[src/rtl/bpt_pkg.sv]
package bpt_pkg;
  typedef logic [1:0] bstate_t;

  localparam bstate_t ST_SNT = 2'b00;
  localparam bstate_t ST_WNT = 2'b01;
  localparam bstate_t ST_WTK = 2'b10;
  localparam bstate_t ST_STK = 2'b11;

  // one saturating step toward the resolved direction
  function automatic bstate_t step_state(input bstate_t s, input logic taken);
    bstate_t r;
    if (taken) r = (s == ST_STK) ? ST_STK : s + 2'd1;
    else       r = (s == ST_SNT) ? ST_SNT : s - 2'd1;
    return r;
  endfunction

  // initial state for a freshly installed branch
  function automatic bstate_t seed_state(input logic has_hint, input logic hint_taken);
    return (has_hint && hint_taken) ? ST_WTK : ST_WNT;
  endfunction
endpackage

[src/rtl/bpt_step.sv]
module bpt_step
  import bpt_pkg::*;
(
  input  bstate_t cur,
  input  logic    taken,
  output bstate_t nxt,
  output logic    miss
);
  always_comb begin
    nxt  = step_state(cur, taken);
    miss = (cur[1] != taken);
  end
endmodule

[src/rtl/bpt_table.sv]
module bpt_table
  import bpt_pkg::*;
#(
  parameter int IDX_W = 6
) (
  input  logic             clk,
  input  logic             rst,
  input  logic             wa_en,
  input  logic [IDX_W-1:0] wa_idx,
  input  bstate_t          wa_data,
  input  logic             wb_en,
  input  logic [IDX_W-1:0] wb_idx,
  input  bstate_t          wb_data,
  input  logic [IDX_W-1:0] ra_idx,
  output bstate_t          ra_data,
  input  logic [IDX_W-1:0] rb_idx,
  output bstate_t          rb_data
);
  localparam int DEPTH = 1 << IDX_W;

  bstate_t mem [DEPTH];

  // port A (seed) has priority over port B (outcome) on the same entry
  for (genvar gi = 0; gi < DEPTH; gi++) begin : g_ent
    always_ff @(posedge clk) begin
      if (rst)
        mem[gi] <= ST_WNT;
      else if (wa_en && (wa_idx == IDX_W'(gi)))
        mem[gi] <= wa_data;
      else if (wb_en && (wb_idx == IDX_W'(gi)))
        mem[gi] <= wb_data;
    end
  end

  assign ra_data = mem[ra_idx];
  assign rb_data = mem[rb_idx];

  assert_seed_wins_R6: assert property (@(posedge clk) disable iff (rst)
    wa_en |=> (mem[$past(wa_idx)] == $past(wa_data)));

  assert_step_dir_R5: assert property (@(posedge clk) disable iff (rst)
    (wb_en && !(wa_en && wa_idx == wb_idx)) |=>
      ($past(wb_data) == mem[$past(wb_idx)]));

  assert_reset_state_R1: assert property (@(posedge clk)
    rst |=> (mem[0] == ST_WNT && mem[DEPTH-1] == ST_WNT));
endmodule

[src/rtl/bpt_sat_counter.sv]
module bpt_sat_counter #(
  parameter int CNT_W = 16
) (
  input  logic             clk,
  input  logic             rst,
  input  logic             inc,
  output logic [CNT_W-1:0] value
);
  localparam logic [CNT_W-1:0] MAXV = '1;

  always_ff @(posedge clk) begin
    if (rst)                      value <= '0;
    else if (inc && value != MAXV) value <= value + 1'b1;
  end

  assert_count_hold_R8: assert property (@(posedge clk) disable iff (rst)
    !inc |=> $stable(value));

  assert_count_sat_R8: assert property (@(posedge clk) disable iff (rst)
    (inc && value == MAXV) |=> (value == MAXV));

  assert_count_inc_R8: assert property (@(posedge clk) disable iff (rst)
    (inc && value != MAXV) |=> (value == $past(value) + 1'b1));
endmodule

[src/rtl/hint_bpt.sv]
module hint_bpt
  import bpt_pkg::*;
#(
  parameter int IDX_W = 6,
  parameter int CNT_W = 16
) (
  input  logic             clk,
  input  logic             rst,
  input  logic             seed_en,
  input  logic [IDX_W-1:0] seed_idx,
  input  logic             seed_has_hint,
  input  logic             seed_hint_taken,
  input  logic [IDX_W-1:0] lkp_idx,
  output logic             lkp_taken,
  input  logic             upd_en,
  input  logic [IDX_W-1:0] upd_idx,
  input  logic             upd_taken,
  output logic             upd_mispredict,
  output logic [CNT_W-1:0] miss_count
);
  bstate_t seed_val, lkp_state, upd_cur, upd_nxt;
  logic    upd_miss_raw, miss_now;

  assign seed_val = seed_state(seed_has_hint, seed_hint_taken);

  bpt_table #(.IDX_W(IDX_W)) u_table (
    .clk     (clk),
    .rst     (rst),
    .wa_en   (seed_en),
    .wa_idx  (seed_idx),
    .wa_data (seed_val),
    .wb_en   (upd_en),
    .wb_idx  (upd_idx),
    .wb_data (upd_nxt),
    .ra_idx  (lkp_idx),
    .ra_data (lkp_state),
    .rb_idx  (upd_idx),
    .rb_data (upd_cur)
  );

  bpt_step u_step (
    .cur   (upd_cur),
    .taken (upd_taken),
    .nxt   (upd_nxt),
    .miss  (upd_miss_raw)
  );

  assign miss_now  = upd_en && upd_miss_raw;
  assign lkp_taken = lkp_state[1];

  always_ff @(posedge clk) begin
    if (rst) upd_mispredict <= 1'b0;
    else     upd_mispredict <= miss_now;
  end

  bpt_sat_counter #(.CNT_W(CNT_W)) u_cnt (
    .clk   (clk),
    .rst   (rst),
    .inc   (miss_now),
    .value (miss_count)
  );

  assert_reset_out_R1: assert property (@(posedge clk)
    rst |=> (miss_count == '0 && !upd_mispredict));

  assert_no_flag_idle_R7: assert property (@(posedge clk) disable iff (rst)
    !upd_en |=> !upd_mispredict);

  assert_flag_counts_R8: assert property (@(posedge clk) disable iff (rst)
    (upd_mispredict && $past(miss_count) != '1) |-> (miss_count != $past(miss_count)));

  assert_unhinted_seed_R3: assert property (@(posedge clk) disable iff (rst)
    (seed_en && !seed_has_hint) |=> (u_table.mem[$past(seed_idx)] == ST_WNT));

  assert_pred_msb_R4: assert property (@(posedge clk) disable iff (rst)
    (lkp_state == ST_STK || lkp_state == ST_WTK) |-> lkp_taken);
endmodule

[config.mk]
export PLATFORM = sky130hd
export DESIGN_NAME = hint_bpt
export DESIGN_NICKNAME = d
export VERILOG_FILES = /design/src/rtl/bpt_pkg.sv /design/src/rtl/bpt_step.sv /design/src/rtl/bpt_table.sv /design/src/rtl/bpt_sat_counter.sv /design/src/rtl/hint_bpt.sv
export SDC_FILE = /design/constraint.sdc
export NUM_CORES = 1
export LEC_CHECK = 0
export BUFFER_PORTS_ARGS = -buffer_cell sky130_fd_sc_hd__buf_2
export CORE_MARGIN = 2
export CORE_UTILIZATION = 57
export DETAILED_ROUTE_END_ITERATION = 8
export PLACE_DENSITY_LB_ADDON = 0.12
export SYNTH_ARGS = -nofsm -noshare
export SYNTH_HDL_FRONTEND = slang
export SYNTH_SLANG_ARGS = --single-unit
[constraint.sdc]
create_clock -name clk -period 3.9 [get_ports clk]
set_input_delay 0.78 -clock clk [delete_from_list [all_inputs] [get_ports clk]]
set_output_delay 0.78 -clock clk [all_outputs]
set_load 0.05 [all_outputs]
# Word level (Yosys, flattened, before mapping)

Memories as Yosys holds them, arrays and structs flattened.
Index checks and enable logic that the tools add are counted.

Word-level logic and storage cells: 979
Memories: 1
Input port bits: 25
Bits in writable memories: 128
Register bits after elaboration: 17
Output and inout bits: 18

Memory list:

| name        | depth | width | rd ports | clocked after memory_dff | wr ports | line            | RTL |
|---|---|---|---|---|---|---|---|
| u_table.mem | 64    | 2     | 2        | 0                        | 64       | bpt_table.sv:21 | `bstate_t mem [DEPTH];` |

Bitwise logic cells: 128
Muxes and demuxes: 582
Equal/unequal tests: 129
Reduce and logical (&&, ||, !) cells: 134
$add $sub $neg: 3

Operator list:

| operator                                                           | count |
|---|---|
| 1-bit 2-to-1 mux                                                   | 450 |
| 6-bit == test, second input constant                               | 64 |
| 2-bit 2-to-1 mux                                                   | 132 |
| 6-bit by 5-bit == test with 1-bit output, second input constant    | 32 |
| 1-bit logical AND                                                  | 131 |
| 1-bit bitwise OR                                                   | 128 |
| 6-bit by 4-bit == test with 1-bit output, second input constant    | 16 |
| 6-bit by 3-bit == test with 1-bit output, second input constant    | 8 |
| 6-bit by 2-bit == test with 1-bit output, second input constant    | 4 |
| 16-bit by 1-bit adder with 16-bit output, second input constant    | 1 |
| 16-bit != test, second input constant                              | 1 |
| 6-bit by 1-bit == test with 1-bit output, second input constant    | 2 |
| 6-bit logical NOT                                                  | 2 |
| 2-bit by 1-bit adder with 2-bit output, second input constant      | 1 |
| 2-bit == test, second input constant                               | 1 |
| 2-bit logical NOT                                                  | 1 |
| 2-bit by 1-bit subtractor with 2-bit output, second input constant | 1 |
| 1-bit != test                                                      | 1 |

# Logic depth before layout (Yosys ltp)

Word-level depth: 7
Mapped depth: 12

# By module

From an unflattened synthesis, not the netlist that was laid out.

Cells, all modules: 984
Area, all modules: 9885.7 sq um

By module, submodules not included:

| module          | sequential area each (sq um) | area an instance (sq um) | cells an instance | times used |
|---|---|---|---|---|
| bpt_table       | 3843.7                       | 8959.8                   | 876               | 1 |
| bpt_sat_counter | 320.3                        | 848.3                    | 99                | 1 |
| hint_bpt        | 20.0                         | 45.0                     | 5                 | 1 |
| bpt_step        | 0.0                          | 32.5                     | 4                 | 1 |

# Worst setup path after synthesis

OpenSTA, ideal clock, no wires.

Path kind: in2out
Start: input lkp_idx[0]
End: output lkp_taken
Path slack: -0.231 ns
Data arrival time: 3.351 ns
Cell stages on the path: 5
Buffers on the path: 2
Data required time: 3.120 ns
Cells stage by stage: clkbuf_1 -> buf_1 -> mux4_2 -> mux4_2 -> mux4_2

Cells in the longest elaborated chain, start to end: 1

RTL lines:

| what               | line           | RTL |
|---|---|---|
| start: declaration | hint_bpt.sv:13 | `input logic [IDX_W-1:0] lkp_idx,` |
| memory 64 x 2 bit  | -              |  |
| end: declaration   | hint_bpt.sv:14 | `output logic lkp_taken,` |

Every way passes these cells.

# Worst setup path after layout

Ends and elaborated chain as after synthesis.

==> impl_metrics.py <==
metrics = {
    "outcome": {
        "status": "finished clean",
    },
    "timing": {
        "hold_viol": 0,
        "tns_ns": 0,
        "fin_crit_sh_pct": 93.4,
        "drv_slew": 0,
        "finClkSkew_ns": 0.0147,
        "max_slew_margin_pct": 43.6,
        "tightestPinTransition_ns": 0.843,
        "rsz0062_at_grt": "no",
        "fin_crit_ns": 3.64,
        "finalSetupViolCount": 0,
        "max_freq_mhz": 275,
    },
    "yosys": {
        "syn_area_per_cell_um2": 10.0,
        "synth.distinct_cells": 55,
        "synth-seq-area-share_pct": 43.1,
        "synth_area_mm2": 0.00971,
        "async_reset_ff_share_pct": 0,
        "ys.flop_type": "edfxtp_1",
        "netlist_top_cells_area": "edfxtp_1, mux4_2, nand2_1",
        "netlist_instances": 967,
        "yosys_register_bits": 145,
        "yosysTopAreaCellShare_pct": 39.6,
        "synth_largest_area_cell": "edfxtp_1",
        "synth_fp_nets": 993,
        "synth_edf_count": 128,
        "yosysWarningCount": 0,
    },
    "detailed_routing": {
        "totalWireLength_um": 32200,
        "drc": 0,
        "first_pass_iters": 6,
        "wire_per_inst_um": 26.7,
        "drt_iter0_drc": 1357,
        "vias_per_cell": 7.47,
        "num_vias": 9034,
        "antenna_left": 0,
    },
    "setup_path": {
        "required_ns": 3.12,
        "critical_path.most_common_cell": "mux4_2",
        "critPathMaxStageDelay_ns": 0.55,
        "critPathKind": "in2out",
        "startpoint_type": "input port",
        "cp_slowest_cell": "mux4_2",
        "end_kind": "output port",
        "arrival_ns": 2.86,
        "crit_path_max_fanout": 16,
        "crit_chain": "buf_2 -> buf_12 -> mux4_2 -> mux4_2 -> mux4_2 -> buf_2",
    },
    "cells_and_area": {
        "drive_above_1_share_pct": 18.8,
        "stdcell_count": 1210,
        "antennaDiodeCount": 0,
        "stdcell_area_mm2": 0.0107,
        "area_delta_synth_final_pct": 10.7,
        "final_util_pct": 64.6,
        "layout.nets": 1003,
    },
    "pwr": {
        "power.density_mw_per_mm2": 372,
        "leakage_nw": 3.30,
        "finalPower_mw": 4.00,
        "ir_drop_uv": 328,
    },
    "global_routing": {
        "use_met2_pct": 55.5,
        "grt_use_met1_pct": 49.2,
        "grt_pass1_wl_um": 48200,
        "grt.total_usage_pct": 35.9,
        "grtUsageMet3_pct": 9.20,
        "busiest_layer": "met2",
        "grt_max_degree": 49,
        "antenna_found_initial": 0,
        "grt_pass1_vias": 8325,
        "grt_overflow": 0,
    },
    "clock_network": {
        "root_buffer": "clkbuf_16",
        "numCtsBuffers": 17,
        "cts_tree": "built",
        "cts-resized-gates": 0,
        "htree_levels": 4,
        "clk_pin_slew_worst_paths_ns": 0.06,
        "clk_latency_ns": 0.44,
        "clk_path_buf_depth": 2,
        "cts.sinks": 145,
        "cts_hold_buf": 0,
        "postCtsSetupBuffers": 0,
    },
    "die": {
        "rows": 47,
        "die_h_um": 135,
        "dieArea_mm2": 0.0181,
        "ios": 43,
        "core-area_mm2": 0.0166,
        "start_util_pct": 58.3,
        "die_w_um": 135,
    },
    "placement": {
        "dp_hpwl_um": 21900,
        "port_buffers": 42,
        "place_inst": 1178,
        "place.gp.congestion": 0.977,
        "place_area_mm2": 0.0102,
    },
    "worst_hold_path": {
        "hp-class": "reg2reg",
    },
    "run": {
        "cap_violations": 0,
    },
}
==> cell usage after synthesis, types with 11 or more instances <==
master / count
a21boi_0: 24
a22oi_1: 12
a32oi_1: 35
buf_2: 18
clkbuf_1: 60
dfxtp_1: 17
edfxtp_1: 128
mux2_2: 16
mux2i_1: 29
mux4_2: 48
nand2_1: 132
nand3_1: 30
nor2_1: 132
nor2b_1: 20
nor3_1: 39
nor4_1: 11
o21ai_1: 39
o221ai_1: 51
o41ai_1: 17
==> placed cells by master (no fill, tap or decap), types with 30 or more instances in the layout <==
cell type  count
nand3_1       30
buf_4         34
nand2_1      132
o221ai_1      51
mux4_2        48
o21ai_1       39
edfxtp_1     128
nor2_1       131
a32oi_1       35
buf_2         42
nor3_1        39
==> kinds of logic after synthesis <==
group | Yosys count | synth area share (%)
buf+inv | 98 | 4.33
simple gates | 412 | 19.3
compound gates | 217 | 17.1
flops | 145 | 43.1
fa+ha+maj | 1 | 0.129
mux | 93 | 16.0
xor+xnor | 1 | 0.0902
==> routing by layer <==
metal | routed length, um | vias to the layer above
li1 | - | 3817
met1 | 11800 | 4352
met2 | 14700 | 767
met3 | 4640 | 98
met4 | 1120 | 0
met5 | 0 | -
==> where the power goes <==
part           leakage, nW  switching (mW)  total (mW)  internal (mW)
registers             1.28          0.0337        1.76           1.73
clock network        0.280           0.655        1.65          0.997
logic                 1.74           0.395       0.587          0.192
==> flip-flops by register name, summed over array words and instances (netlist names) <==
name and flops:
u_cnt.value 16, upd_mispredict 1, u_table.mem 128
==> cell type report <==
cell class | instances | area (um^2)
flip-flops and latches | 145 | 4180
inverters | 8 | 30.0
fillers | 1311 | 5890
repair buffers | 81 | 566
well taps | 220 | 275
multi-input cells | 724 | 5110
clock buffers | 20 | 437
clock inverters | 12 | 141
==> stage by stage <==
step	worst slack, ns	hold slack, ns
4_1_cts	0.276	0.559
3_3_place_gp	0.234	0.516
2_1_floorplan	0.0143	0.717
3_5_place_dp	0.150	0.551
5_1_grt	0.233	0.591
6_report	0.257	0.558
==> worst max-delay path, delay by kind of cell <==
kind / cells / cell delay (ns)
buffers and inverters: 3 / 0.51
multiplexers: 3 / 1.55
==> worst paths after layout <==
path | start | to | slack [ns] | cells past startpoint
worst max-delay path | lkp_idx[0] | lkp_taken | 0.26 | 6
worst min-delay path | u_cnt.value[1]$_SDFFE_PP0P_ | u_cnt.value[1]$_SDFFE_PP0P_ | 0.56 | 2
worst max register to register | u_table.mem[31][1]$_DFFE_PP_ | u_table.mem[13][1]$_DFFE_PP_ | 0.97 | 8
worst min register to register | u_cnt.value[1]$_SDFFE_PP0P_ | u_cnt.value[1]$_SDFFE_PP0P_ | 0.56 | 2
Note: power is estimated with default switching activity, not from simulation.
